`config.mk`:
```
export PLATFORM = sky130hd
export DESIGN_NAME = extint_ctrl
export DESIGN_NICKNAME = d
export VERILOG_FILES = /design/src/rtl/extint_pkg.sv /design/src/rtl/extint_sync.sv /design/src/rtl/extint_detect.sv /design/src/rtl/extint_bank.sv /design/src/rtl/extint_ctrl.sv
export SDC_FILE = /design/constraint.sdc
export NUM_CORES = 1
export LEC_CHECK = 0
export ABC_AREA = 1
export BUFFER_PORTS_ARGS = -buffer_cell sky130_fd_sc_hd__buf_2
export CORE_ASPECT_RATIO = 0.5
export CORE_MARGIN = 2
export CORE_UTILIZATION = 35
export DETAILED_ROUTE_END_ITERATION = 12
export GPL_TIMING_DRIVEN = 0
export SLEW_MARGIN = 20
export SYNTH_ARGS = -nofsm -noshare
export SYNTH_HDL_FRONTEND = slang
export SYNTH_SLANG_ARGS = --single-unit
```
`constraint.sdc`:
```
create_clock -name clk -period 1.28 [get_ports clk]
set_clock_uncertainty 0.15 [all_clocks]
set_input_delay 0.128 -clock clk [delete_from_list [all_inputs] [get_ports clk]]
set_output_delay 0.128 -clock clk [all_outputs]
set_load 0.05 [all_outputs]
```
`src/rtl/extint_pkg.sv`:
```
package extint_pkg;
  typedef enum logic [2:0] {
    TRIG_LVL_LO = 3'b000,
    TRIG_LVL_HI = 3'b001,
    TRIG_FALL   = 3'b010,
    TRIG_RISE   = 3'b011,
    TRIG_BOTH   = 3'b100
  } trig_e;

  localparam logic [1:0] SEL_CTRL = 2'd0;
  localparam logic [1:0] SEL_MASK = 2'd1;
  localparam logic [1:0] SEL_PEND = 2'd2;
  localparam logic [1:0] SEL_STAT = 2'd3;
endpackage

```
`src/rtl/extint_sync.sv`:
```
module extint_sync #(
  parameter int WIDTH  = 32,
  parameter int STAGES = 2
) (
  input  logic             clk,
  input  logic             rst_n,
  input  logic [WIDTH-1:0] d,
  output logic [WIDTH-1:0] q
);
  logic [WIDTH-1:0] chain_q [STAGES];

  always_ff @(posedge clk) begin
    if (!rst_n) chain_q[0] <= '0;
    else        chain_q[0] <= d;
  end

  for (genvar s = 1; s < STAGES; s++) begin : g_stage
    always_ff @(posedge clk) begin
      if (!rst_n) chain_q[s] <= '0;
      else        chain_q[s] <= chain_q[s-1];
    end
  end

  assign q = chain_q[STAGES-1];
endmodule

```
`src/rtl/extint_detect.sv`:
```
module extint_detect
  import extint_pkg::*;
#(
  parameter int LINES = 8
) (
  input  logic [LINES*3-1:0] cfg,
  input  logic [LINES-1:0]   cur,
  input  logic [LINES-1:0]   prev,
  output logic [LINES-1:0]   hit
);
  for (genvar j = 0; j < LINES; j++) begin : g_line
    logic h;
    always_comb begin
      case (cfg[3*j +: 3])
        TRIG_LVL_LO: h = ~cur[j];
        TRIG_LVL_HI: h = cur[j];
        TRIG_FALL:   h = prev[j] & ~cur[j];
        TRIG_RISE:   h = ~prev[j] & cur[j];
        TRIG_BOTH:   h = prev[j] ^ cur[j];
        default:     h = 1'b0;
      endcase
    end
    assign hit[j] = h;
  end
endmodule

```
`src/rtl/extint_bank.sv`:
```
module extint_bank #(
  parameter int LINES = 8
) (
  input  logic               clk,
  input  logic               rst_n,
  input  logic               wr_ctrl,
  input  logic               wr_mask,
  input  logic               wr_pend,
  input  logic [LINES*4-1:0] wdata,
  input  logic [LINES-1:0]   cur,
  input  logic [LINES-1:0]   prev,
  output logic [LINES*4-1:0] cfg_q,
  output logic [LINES-1:0]   mask_q,
  output logic [LINES-1:0]   pend_q,
  output logic [LINES-1:0]   active,
  output logic [LINES-1:0]   hit,
  output logic               req
);
  logic [LINES*3-1:0] type_vec;
  logic [LINES-1:0]   clr;

  for (genvar j = 0; j < LINES; j++) begin : g_type
    assign type_vec[3*j +: 3] = cfg_q[4*j +: 3];
  end

  extint_detect #(.LINES(LINES)) u_detect (
    .cfg  (type_vec),
    .cur  (cur),
    .prev (prev),
    .hit  (hit)
  );

  assign clr = wr_pend ? wdata[LINES-1:0] : '0;

  always_ff @(posedge clk) begin
    if (!rst_n) begin
      cfg_q  <= '0;
      mask_q <= '1;
      pend_q <= '0;
    end else begin
      if (wr_ctrl) cfg_q  <= wdata;
      if (wr_mask) mask_q <= wdata[LINES-1:0];
      pend_q <= (pend_q & ~clr) | hit;
    end
  end

  assign active = pend_q & ~mask_q;
  assign req    = |active;
endmodule

```
`src/rtl/extint_ctrl.sv`:
```
module extint_ctrl
  import extint_pkg::*;
#(
  parameter int  NUM_BANKS      = 4,
  parameter int  LINES_PER_BANK = 8,
  parameter int  SYNC_STAGES    = 2,
  localparam int BANK_W    = (NUM_BANKS > 1) ? $clog2(NUM_BANKS) : 1,
  localparam int ADDR_W    = BANK_W + 2,
  localparam int NUM_LINES = NUM_BANKS * LINES_PER_BANK,
  localparam int DATA_W    = LINES_PER_BANK * 4
) (
  input  logic                 clk,
  input  logic                 rst_n,
  input  logic [NUM_LINES-1:0] ext_pins,
  input  logic                 reg_wr,
  input  logic [ADDR_W-1:0]    reg_addr,
  input  logic [DATA_W-1:0]    reg_wdata,
  output logic [DATA_W-1:0]    reg_rdata,
  output logic [NUM_BANKS-1:0] irq_req
);
  localparam int L = LINES_PER_BANK;

  logic [NUM_LINES-1:0] sync_cur, sync_prev_q;
  logic [NUM_LINES-1:0] pend_flat, mask_flat, trig_flat;
  logic [BANK_W-1:0]    bank_sel;
  logic [1:0]           reg_sel;

  logic [DATA_W-1:0] cfg_arr  [NUM_BANKS];
  logic [L-1:0]      mask_arr [NUM_BANKS];
  logic [L-1:0]      pend_arr [NUM_BANKS];
  logic [L-1:0]      act_arr  [NUM_BANKS];

  assign bank_sel = reg_addr[ADDR_W-1:2];
  assign reg_sel  = reg_addr[1:0];

  extint_sync #(.WIDTH(NUM_LINES), .STAGES(SYNC_STAGES)) u_sync (
    .clk   (clk),
    .rst_n (rst_n),
    .d     (ext_pins),
    .q     (sync_cur)
  );

  always_ff @(posedge clk) begin
    if (!rst_n) sync_prev_q <= '0;
    else        sync_prev_q <= sync_cur;
  end

  for (genvar k = 0; k < NUM_BANKS; k++) begin : g_bank
    logic hit_sel;
    assign hit_sel = reg_wr && (bank_sel == BANK_W'(k));

    extint_bank #(.LINES(L)) u_bank (
      .clk     (clk),
      .rst_n   (rst_n),
      .wr_ctrl (hit_sel && reg_sel == SEL_CTRL),
      .wr_mask (hit_sel && reg_sel == SEL_MASK),
      .wr_pend (hit_sel && reg_sel == SEL_PEND),
      .wdata   (reg_wdata),
      .cur     (sync_cur[k*L +: L]),
      .prev    (sync_prev_q[k*L +: L]),
      .cfg_q   (cfg_arr[k]),
      .mask_q  (mask_arr[k]),
      .pend_q  (pend_arr[k]),
      .active  (act_arr[k]),
      .hit     (trig_flat[k*L +: L]),
      .req     (irq_req[k])
    );

    assign pend_flat[k*L +: L] = pend_arr[k];
    assign mask_flat[k*L +: L] = mask_arr[k];
  end

  always_comb begin
    reg_rdata = '0;
    case (reg_sel)
      SEL_CTRL: reg_rdata          = cfg_arr[bank_sel];
      SEL_MASK: reg_rdata[L-1:0]   = mask_arr[bank_sel];
      SEL_PEND: reg_rdata[L-1:0]   = pend_arr[bank_sel];
      default:  reg_rdata[L-1:0]   = act_arr[bank_sel];
    endcase
  end
endmodule

```
* Word-level counts from Yosys, hierarchy flattened
Memories as Yosys holds them, arrays and structs flattened.
Cells that the tools add are included.
** Storage, ports and cells
- Output and inout bits :: 36
- Memories kept :: 1
- RAM bits :: 64
- Logic and storage cells :: 439
- Bits in registers :: 224
** Memories
- u_sync.chain_q :: words 2, bits a word 32, read ports 2, clocked after Yosys merged registers in 0, write ports 2, line extint_sync.sv:10 : logic [WIDTH-1:0] chain_q [STAGES];
** Cells by class
- Bitwise gates (word level) :: 183
- Reduce and logical (&&, ||, !) cells :: 54
- Muxes and demuxes :: 54
- Equal/unequal tests :: 133
- Magnitude comparators :: 1
** Operator list (number)
- == test 3 x 2 -> 1 bit (second input constant) :: 64
- one-hot mux 1 bit (5 select lines) :: 32
- 2-to-1 mux 32 bit :: 4
- == test 3 x 1 -> 1 bit (second input constant) :: 32
- == test 3 bit (second input constant) :: 32
- logical NOT 3 bit :: 32
- 2-to-1 mux 8 bit :: 10
- bitwise AND 1 bit :: 64
- bitwise AND 8 bit :: 8
- binary-select mux 32 bit (select 2 bit) :: 1
- inverter 1 bit :: 64
- inverter 8 bit :: 8
- binary-select mux 8 bit (select 2 bit) :: 3
- bitwise OR 8 bit :: 4
- OR reduction 8 bit :: 4
- XOR 1 bit :: 32
- 2-to-1 mux 24 bit :: 1
- one-hot mux 8 bit (3 select lines) :: 1
- logical AND 1 bit :: 16
- == test 2 bit (second input constant) :: 3
- == test 2 x 1 -> 1 bit (second input constant) :: 2
- logical NOT 2 bit :: 2
- greater-or-equal comparator 3 bit (second input constant) :: 1
- inverter 2 -> 3 bit :: 1
- 2 further kinds :: 4

* Longest topological paths before layout
- Depth in word-level cells :: 7
- Depth in mapped cells :: 10
- Depth with buffers taken out :: 10

* Cells and area by module
A second synthesis with hierarchy kept.
** Second synthesis, totals
- Cells, all modules :: 2365
- Area, all modules :: 15314.7 µm²
** Modules (own cells, without submodules)
- extint_bank :: area an instance 1775.5 µm², times used 4, seq. area each 960.9 µm², cells an instance 229
- extint_detect :: area an instance 829.5 µm², times used 4, seq. area each 0.0 µm², cells an instance 167
- extint_ctrl :: area an instance 3054.2 µm², times used 1, seq. area each 640.6 µm², cells an instance 582
- extint_sync :: area an instance 1840.5 µm², times used 1, seq. area each 1281.2 µm², cells an instance 199

* Worst setup path after synthesis
OpenSTA, ideal clock, no wires.
- Path type :: input to output
- Start point :: input reg_addr[2]
- End point :: output reg_rdata[11]
- Arrival time :: 1.622 ns
- Data required time :: 1.002 ns
- Path buffers :: 2
- Stages :: 5
- Slack :: -0.620 ns
- Cells stage by stage :: buf_6 > nor2_2 > buf_2 > nand2_1 > a41oi_1
** Between the ends
- Word-level cells in the longest chain between the ends :: 5
** Ends and longest elaborated chain
- from (decl) :: line extint_ctrl.sv:16 : input logic [ADDR_W-1:0] reg_addr,
- inverter 2 -> 3 bit (not written as such) :: line extint_ctrl.sv:76 : SEL_CTRL: reg_rdata = cfg_arr[bank_sel];
- binary-select mux 32 bit (select 2 bit) :: line extint_ctrl.sv:76
- 2-to-1 mux 32 bit (not written as such) (2 in a row) :: line extint_ctrl.sv:76
- 2-to-1 mux 24 bit :: line extint_ctrl.sv:75 : case (reg_sel)
- to (decl) :: line extint_ctrl.sv:18 : output logic [DATA_W-1:0] reg_rdata,
No other way between the ends. The select of a mux whose other input is x is not followed.

* Worst setup path in the final report
- Start point :: register g_bank[2].u_bank.cfg_q[1]
- End point :: output reg_rdata[1]
** Between the ends
- Word-level cells in the longest chain between the ends :: 4
** Ends and longest elaborated chain
- from (decl) :: line extint_bank.sv:12 : output logic [LINES*4-1:0] cfg_q,
- from (signal assigned) :: line extint_bank.sv:41 : if (wr_ctrl) cfg_q <= wdata;
- binary-select mux 32 bit (select 2 bit) :: line extint_ctrl.sv:76
- 2-to-1 mux 32 bit (not written as such) (2 in a row) :: line extint_ctrl.sv:76
- one-hot mux 8 bit (3 select lines) :: line extint_ctrl.sv:75
No other way between the ends. The select of a mux whose other input is x is not followed.

==> flow_metrics.env <==
export IMPL_finalSetupViolCount=39
export IMPL_synthTopCellsByArea="dfxtp_1 (40%), nand2_1 (17%), inv_1 (9.4%)"
export IMPL_synth_area_sq_mm=0.0144
export IMPL_critPathCaptureType="output port"
export IMPL_die_height_um=148
export IMPL_max_freq_mhz=502
export IMPL_ys_seq_area_share_pct=39.9
export IMPL_core_sq_mm=0.0405
export IMPL_grt_pass1_wl_mm=81.5
export IMPL_outcome="complete, but fails checks"
export IMPL_synth_seq_cells=288
export IMPL_grt_pass1_vias=13999
export IMPL_regArea_sq_mm=0.00617
export IMPL_cpPeakStageDelay_ps=340
export IMPL_drc=0
export IMPL_async_flop_share_pct=0
export IMPL_ys_flop_type="dfxtp_1"
export IMPL_hold_ws_ps=-6.36
export IMPL_drive_above_1_share_pct=40.4
export IMPL_crit_arrival_ps=1710
export IMPL_h_tree_depth=1
export IMPL_synth_cell_types=29
export IMPL_drv_slew=0
export IMPL_critical_path_cell_chain="inv_2 -> o21ai_2 -> nand2_1 -> nand2_1 -> nand2_1 -> nand4_1 -> buf_6"
export IMPL_finalHoldViolCount=3
export IMPL_port_buffers=103
export IMPL_ant_nets=0
export IMPL_tns_ps=-18550
export IMPL_power_leakage_uw=0.00922
export IMPL_totalWireLength_mm=55.2
export IMPL_power_density_mw_per_mm2=1050
export IMPL_cp_required_ps=1000
export IMPL_initial_core_util_pct=35.6
export IMPL_violations="hold timing, setup timing"
export IMPL_period_share_pct=156
export IMPL_path_class="reg2out"
export IMPL_syn_num_nets=2308
export IMPL_cts_tree="built"
export IMPL_cp_common_cell="nand2_1"
export IMPL_final_cells=2996
export IMPL_clock_latency_ps=580
export IMPL_synth_edf_count=0
export IMPL_area_delta_synth_final_pct=40.1
export IMPL_nets=2570
export IMPL_ios=107
export IMPL_fp_dieArea_sq_mm=0.0430
export IMPL_total_power_uw=21300
export IMPL_cts_buffer_depth=3
export IMPL_cap_viol_max_count=0
export IMPL_clk_pin_slew_ps=60
export IMPL_grt_setup_unrepaired="yes"
export IMPL_grt_ovfl_total=0
export IMPL_yosysWarnings=0
export IMPL_num_rows=52
export IMPL_fill_cells=3861
export IMPL_hpwl_mm=38.4
export IMPL_synth_most_common_cell="nand2_1"
export IMPL_antenna_found_initial=0
export IMPL_viasPerCell=5.04
export IMPL_dr_pass1_iters=5
export IMPL_dp_cells=2816
export IMPL_path_max_fanout=2
export IMPL_syn_avg_cell_area_sq_um=6.65
export IMPL_hp_class="in2reg"
export IMPL_relSlewSlack_pct=38.7
export IMPL_critPathLaunchType="flop"
export IMPL_numClockSinks=288
export IMPL_grt_usage_pct=24.8
export IMPL_grt_start_max_net_pins=15
export IMPL_gp_congestion=0.970
export IMPL_ir_worst_vdd_mv=0.718
export IMPL_die_w_um=291
export IMPL_layout_setup_ws_ps=-712
export IMPL_num_vias=15112
export IMPL_antenna_cells=0
export IMPL_layout_min_cycle_time_ps=1990
export IMPL_crit_slowest_cell="dfxtp_2"
export IMPL_tightestPinTransition_ps=920
export IMPL_netlist_top_cells_count="nand2_1 (666), inv_1 (363), dfxtp_1 (288), nand3_1 (155), nor2_1 (142)"
export IMPL_drtIter0Drc=1371
export IMPL_multi_input_area_sq_mm=0.00840
export IMPL_synth_top_area_share_pct=39.9
export IMPL_cts_buffers=29
export IMPL_yosys_area_top_type="dfxtp_1"
export IMPL_synth_cells=2173
export IMPL_wl_per_cell_um=18.4
export IMPL_ctsRootBufferMaster="clkbuf_16"
routing by layer:
layer | GRT usage (%) | vias up | part of all wire, %
li1 | - | 7341 | -
met1 | 33.8 | 7025 | 44
met2 | 38.4 | 601 | 43
met3 | 5.02 | 145 | 8.9
met4 | 9.87 | 0 | 4.2
met5 | 0 | - | 0
path summary, 6_finish.rpt:
| kind | slack (ps) | start | to | depth (start not counted) |
|---|---|---|---|---|
| worst max-delay path | -710 | g_bank[2].u_bank.cfg_q[1] | reg_rdata[1] | 7 |
| worst min-delay path | -6 | reg_addr[3] | g_bank[2].u_bank.cfg_q[11] | 5 |
| worst max register to register | -40 | sync_prev_q[31] | g_bank[3].u_bank.pend_q[7] | 8 |
| worst min register to register | 260 | u_sync.chain_q[0][4] | u_sync.chain_q[1][4] | 2 |
report_power, final:
| group | internal (uW) | total [uW] | switching [uW] |
|---|---|---|---|
| combinational | 1080 | 3010 | 1930 |
| sequential | 9260 | 9660 | 393 |
| clock | 4820 | 8620 | 3790 |
cell families (layout without fill, tap and decap cells):
logic type               Yosys count  after routing  synth area share, %
AND/OR/NAND/NOR                  995            995                 28.0
buffers and inverters            479            762                 13.6
AO/OA/AOI/OAI                    347            347                 12.9
flip-flops                       288            288                 39.9
adder cells (fa/ha/maj)           64             64                 5.54
flip-flops by register name (all words and copies together) (netlist names):
signal,flops
u_sync.chain_q,64
g_bank.u_bank.cfg_q,128
sync_prev_q,32
g_bank.u_bank.pend_q,32
g_bank.u_bank.mask_q,32
cell usage in the layout, fill, tap and decap left out, drive strengths merged:
master        netlist  routed
o21ai             156     156
nor2              150     150
clkinvlp            0       1
nand3             158     158
nand4              19      19
ha                 64      64
inv               372     373
a41oi               6       6
a22o                2       2
a221oi              2       2
clkbuf             55      97
bufinv              0       1
buf                52     212
o211ai             16      16
dlygate4sd3         0      69
a21oi             129     129
dlymetal6s4s        0       4
and3                1       1
o22ai              36      36
dfxtp             288     288
nand2             667     667
clkinv              0       5
critical path, delay by kind of cell, from the launching register on:
kind                   cells  cell delay (ps)
AOI/OAI and AO/OA          1              140
buffers and inverters      2              220
DFF                        1              340
and+or+nand+nor            4              430
final cells by class:
class	count	area share, %
flip-flops and latches	288	30.5
clock inverters	8	0.371
inverters	372	7.09
well taps	540	3.34
plain buffers	103	3.26
multi-input cells	1406	41.5
repair buffers	235	9.68
clock buffers	44	4.26
through the flow:
| step | util (%) | hold slack, ps | instance area [sq um] | worst slack [ps] |
|---|---|---|---|---|
| floorplan | - | 75.6 | 14900 | -215 |
| global placement | 39.6 | 159 | 16000 | -778 |
| detailed placement | 39.6 | 163 | 16000 | -777 |
| CTS | 46.9 | -56.1 | 19000 | -731 |
| global route | 49.9 | 16.7 | 20200 | -782 |
| finish | 49.9 | -6.36 | 20200 | -712 |
what timing repair did:
action,4_1_cts,5_1_grt
pin swaps,126,234
hold buffers,73,0
gates resized for setup,465,440
endpoints found under the hold margin,152,0
setup buffers,42,18
endpoints found under the setup margin,88,134
(Power assumes the default switching activity.)
